File: config.mk
export PLATFORM = sky130hd
export DESIGN_NAME = hdr_match_filter
export DESIGN_NICKNAME = d
export VERILOG_FILES = /design/src/rtl/hdr_match_filter.sv
export SDC_FILE = /design/constraint.sdc
export NUM_CORES = 2
export LEC_CHECK = 0
export BUFFER_PORTS_ARGS = -buffer_cell sky130_fd_sc_hd__buf_2
export CAP_MARGIN = 20
export CELL_PAD_IN_SITES_DETAIL_PLACEMENT = 0
export CELL_PAD_IN_SITES_GLOBAL_PLACEMENT = 1
export CORE_ASPECT_RATIO = 0.6
export CORE_MARGIN = 2
export CORE_UTILIZATION = 45
export DETAILED_ROUTE_END_ITERATION = 12
export PLACE_DENSITY = 0.84
export REMOVE_ABC_BUFFERS = 1
export SYNTH_ARGS = -nofsm -noshare
export SYNTH_HDL_FRONTEND = slang
export SYNTH_SLANG_ARGS = --single-unit
File: constraint.sdc
create_clock -name clk -period 5.6 [get_ports clk]
set_input_delay 1.4 -clock clk [delete_from_list [all_inputs] [get_ports clk]]
set_output_delay 1.4 -clock clk [all_outputs]
set_load 0.02 [all_outputs]
File: src/rtl/hdr_match_filter.sv
module hdr_match_filter #(
  parameter int ENTRIES = 4,
  localparam int SEL_W = (ENTRIES > 1) ? $clog2(ENTRIES) : 1
) (
  input  logic               clk,
  input  logic               rst_n,
  input  logic               glb_en,
  input  logic               cfg_we,
  input  logic [SEL_W-1:0]   cfg_entry,
  input  logic [2:0]         cfg_word,
  input  logic [31:0]        cfg_wdata,
  input  logic               frm_valid,
  input  logic               frm_ipv6,
  input  logic               frm_udp,
  input  logic [127:0]       frm_src,
  input  logic [127:0]       frm_dst,
  input  logic [15:0]        frm_sport,
  input  logic [15:0]        frm_dport,
  output logic               dec_valid,
  output logic               dec_drop,
  output logic [ENTRIES-1:0] dec_hit
);

  typedef struct packed {
    logic       dp_inv;
    logic       dp_en;
    logic       sp_inv;
    logic       sp_en;
    logic       l4_udp;
    logic [4:0] da_cnt;
    logic [4:0] sa_cnt;
    logic       da_inv;
    logic       da_en;
    logic       sa_inv;
    logic       sa_en;
    logic       l3_v6;
  } ctl_t;

  ctl_t         ctl_q  [ENTRIES];
  logic [31:0]  port_q [ENTRIES];
  logic [127:0] addr_q [ENTRIES];
  logic [ENTRIES-1:0] hit;

  always_ff @(posedge clk) begin
    if (!rst_n) begin
      for (int e = 0; e < ENTRIES; e++) begin
        ctl_q[e]  <= '0;
        port_q[e] <= '0;
        addr_q[e] <= '0;
      end
    end else if (cfg_we && int'(cfg_entry) < ENTRIES) begin
      case (cfg_word)
        3'd0: ctl_q[cfg_entry] <= '{dp_inv: cfg_wdata[21], dp_en: cfg_wdata[20],
                                    sp_inv: cfg_wdata[19], sp_en: cfg_wdata[18],
                                    l4_udp: cfg_wdata[16],
                                    da_cnt: cfg_wdata[15:11], sa_cnt: cfg_wdata[10:6],
                                    da_inv: cfg_wdata[5], da_en: cfg_wdata[4],
                                    sa_inv: cfg_wdata[3], sa_en: cfg_wdata[2],
                                    l3_v6: cfg_wdata[0]};
        3'd1: port_q[cfg_entry] <= cfg_wdata;
        3'd4: addr_q[cfg_entry][31:0]   <= cfg_wdata;
        3'd5: addr_q[cfg_entry][63:32]  <= cfg_wdata;
        3'd6: addr_q[cfg_entry][95:64]  <= cfg_wdata;
        3'd7: addr_q[cfg_entry][127:96] <= cfg_wdata;
        default: ;
      endcase
    end
  end

  for (genvar g = 0; g < ENTRIES; g++) begin : g_ent
    ctl_t         c;
    logic [31:0]  m_sa, m_da;
    logic [127:0] a6, m6;
    logic [4:0]   n6;
    logic         sa4, da4, eq6, inv6, l3_ok, sp_ok, dp_ok, active, proto;

    assign c    = ctl_q[g];
    assign m_sa = 32'hFFFF_FFFF << c.sa_cnt;
    assign m_da = 32'hFFFF_FFFF << c.da_cnt;
    assign sa4  = ((frm_src[31:0] ^ addr_q[g][31:0])  & m_sa) == '0;
    assign da4  = ((frm_dst[31:0] ^ addr_q[g][63:32]) & m_da) == '0;

    assign a6   = c.sa_en ? frm_src  : frm_dst;
    assign n6   = c.sa_en ? c.sa_cnt : c.da_cnt;
    assign inv6 = c.sa_en ? c.sa_inv : c.da_inv;
    assign m6   = {128{1'b1}} << n6;
    assign eq6  = ((a6 ^ addr_q[g]) & m6) == '0;

    assign l3_ok = c.l3_v6 ? (!(c.sa_en || c.da_en) || (eq6 ^ inv6))
                           : ((!c.sa_en || (sa4 ^ c.sa_inv)) && (!c.da_en || (da4 ^ c.da_inv)));
    assign sp_ok = !c.sp_en || ((frm_sport == port_q[g][15:0])  ^ c.sp_inv);
    assign dp_ok = !c.dp_en || ((frm_dport == port_q[g][31:16]) ^ c.dp_inv);

    assign active = c.sa_en || c.da_en || c.sp_en || c.dp_en;
    assign proto  = (c.l3_v6 == frm_ipv6) && (c.l4_udp == frm_udp);
    assign hit[g] = active && proto && l3_ok && sp_ok && dp_ok;
  end

  always_ff @(posedge clk) begin
    if (!rst_n) begin
      dec_valid <= 1'b0;
      dec_drop  <= 1'b0;
      dec_hit   <= '0;
    end else begin
      dec_valid <= frm_valid;
      dec_hit   <= (frm_valid && glb_en) ? hit : '0;
      dec_drop  <= frm_valid && glb_en && (hit != '0);
    end
  end

endmodule

==> impl_metrics.json <==
{
  "cts_tree": "done",
  "final_antenna_net_count": 0,
  "ys_async_sr_fraction": 0,
  "synth_area_leaders": "edfxtp_1 47%, xnor2_1 14%, mux2i_1 12%",
  "nFillCells": 9001,
  "seq_area_um2": 21740,
  "final_area_um2": 52030,
  "ir_drop_mv": 0.2198,
  "setup_viol": 0,
  "timing.setup.tns_ps": 0,
  "drv_cap": 0,
  "syn_area_per_cell_um2": 10.98,
  "port_buffers": 337,
  "gp_congestion": 1.112,
  "post_cts_buffers": 0,
  "grt.overflow.total": 0,
  "syn_to_final_growth_pct": 14.22,
  "status": "complete, no violations",
  "synth_enable_flop_cells": 720,
  "synthFlopType": "edfxtp_1",
  "rsz0062_at_grt": "false",
  "finalCritPeriodShare": 0.9571,
  "grt_max_degree": 77,
  "place_inst": 5708,
  "hold_viol_final": 0,
  "clk_pin_slew_ps": 70,
  "cts_resized": 0,
  "wl_per_cell_um": 40.23,
  "htreeDepth": 3,
  "drv_slew": 0,
  "clock_sinks": 726,
  "post_layout_nonfiller_instances": 5875,
  "final_cell_mix": "720 x edfxtp_1, 705 x xnor2_1, 525 x mux2i_1, 336 x buf_2, 328 x nor2_1",
  "fmax_mhz": 186.6,
  "fin_worst_skew_ps": 34.56,
  "yosys.area.top_type": "edfxtp_1",
  "die_h_um": 250.5,
  "syn_area_um2": 45550,
  "drtPass1Iterations": 8,
  "multiInputGateArea_um2": 22510,
  "cp_data_required_time_ps": 6160,
  "power_density_nw_per_um2": 289.2,
  "drive_gt1_frac": 0.1524,
  "core.rowCount": 90,
  "cts_buffer_depth": 3,
  "placed_area_um2": 49480,
  "syn_inst": 4148,
  "die_w_um": 414.8,
  "worstSetupStartpoint": "ctl_q[1][1]",
  "start_kind": "flip-flop",
  "grt_pass1_wl_um": 309900,
  "wl_um": 236300,
  "grt_usage": 0.4438,
  "path_max_fanout": 43,
  "cts_made_buffers": 76,
  "grt_antenna_before_repair": 44,
  "initial_core_util": 0.4535,
  "power.leakage_nw": 19.34,
  "hpwl_um": 181100,
  "drc_errors": 0,
  "core-area_um2": 100400,
  "synth.distinct_cells": 74,
  "relSlewSlack": 0.09598,
  "hp-start": "ctl_q[0][0]",
  "r2r-start": "ctl_q[1][1]",
  "min_period_ps": 5360,
  "cts_root_buf": "clkbuf_16",
  "num_vias": 38650,
  "drt-initial-drc-count": 7614,
  "insertion_delay_ps": 710,
  "synth_seq_cells": 726,
  "num_io_pins": 338,
  "first_global_vias": 34900,
  "seq_area_frac_synth": 0.4773,
  "min_path_type": "reg2reg",
  "die_area_um2": 103900,
  "synth_top_cell_area_share": 0.4746,
  "postCtsHoldBufs": 0,
  "end_kind": "flip-flop",
  "layout.cells.most_common": "edfxtp_1",
  "viasPerCell": 6.578,
  "yosys_warnings": 0,
  "layout.nets": 4785,
  "worstSetupPathType": "reg2reg",
  "cp.arrival_ps": 5920,
  "tightest_slew_ps": 1346
}
-- kinds of logic (layout without fill, tap and decap cells) --
family,after synthesis,count (layout),share of synthesized area
fa+ha+maj,8,8,0.001758
compound gates,421,421,0.05977
other cells,0,27,0
xor+xnor,929,929,0.1786
buf+inv,364,730,0.03241
simple gates,1168,1168,0.1331
flops,726,726,0.4773
mux,532,532,0.1171
-- worst max-delay path: stages, from the launching register on --
cell and delay (ps):
edfxtp_1 450, buf_12 360, buf_4 310, mux2i_1 240, xnor2_1 100, nor4_1 900
nand4_1 280, a211oi_1 1020, o2111ai_1 330, or3_1 420, a21oi_1 160, nor4_1 90
or4_4 480
-- synthesized netlist by cell type, types with 10 or more instances --
cell type  instances
nand2b_1          19
nand2_1          147
xor2_1           224
a21oi_1           99
o31ai_1           11
nor2_1           332
a2111oi_0         12
xnor2_1          705
inv_1             52
buf_2             40
a211oi_1          16
buf_1             34
and2_1           243
o21a_1            10
mux2i_1          525
edfxtp_1         720
nand3_1           47
o21ai_0          108
nand4_1           80
nor3_1            35
nor4_1           105
and3_1           109
clkbuf_1         229
o211ai_1          13
a31oi_1           35
o22ai_1           13
a221oi_1          10
-- metal layers --
metal,vias up,share of wire,track usage
met5,-,0.00040,0
met2,3520,0.37,0.5613
met4,8,0.045,0.1669
met3,509,0.19,0.2345
li1,15450,-,-
met1,19160,0.40,0.6268
-- state kept, by name, summed over array words and instances, names as in the netlist --
| signal | count |
|---|---|
| addr_q | 512 |
| ctl_q | 80 |
| dec_drop | 1 |
| dec_hit | 4 |
| dec_valid | 1 |
| port_q | 128 |
-- stage by stage --
step | utilization | hold slack [ps] | power [mW] | setup slack [ps]
6_report | 0.5180 | 749.3 | 15.05 | 240.2
5_1_grt | 0.5175 | 780.8 | 15.25 | 512.8
4_1_cts | 0.5172 | 735.5 | 14.81 | 646.6
3_5_place_dp | 0.4926 | 706.7 | 9.664 | 304.3
3_3_place_gp | 0.4922 | 714.1 | 9.658 | 289.7
2_1_floorplan | - | 543.0 | 8.212 | -2505
-- layout make-up --
type | instances | share of cell area
inverter | 52 | 0.003751
tap | 1334 | 0.03208
clock inverter | 48 | 0.009956
antenna | 27 | 0.001299
clock buffer | 91 | 0.03763
timing repair buffer | 539 | 0.06478
multi-input combinational | 3058 | 0.4326
sequential | 726 | 0.4179
-- final timing paths --
path / slack (ps) / cells past startpoint / endpoint
worst min-delay path: 750 / 3 / dec_hit[0]
worst max-delay path: 240 / 12 / dec_drop
worst max register to register: 240 / 12 / dec_drop
worst min register to register: 750 / 3 / dec_hit[0]
-- power breakdown --
| group | internal (mW) | switching (mW) | leakage (nW) |
|---|---|---|---|
| Sequential | 6.30 | 0.362 | 6.91 |
| Clock | 2.78 | 2.50 | 1.19 |
| Combinational | 1.05 | 2.05 | 11.2 |
| Total | 10.1 | 4.91 | 19.3 |
No activity file was read; power rests on OpenSTA's default activity.
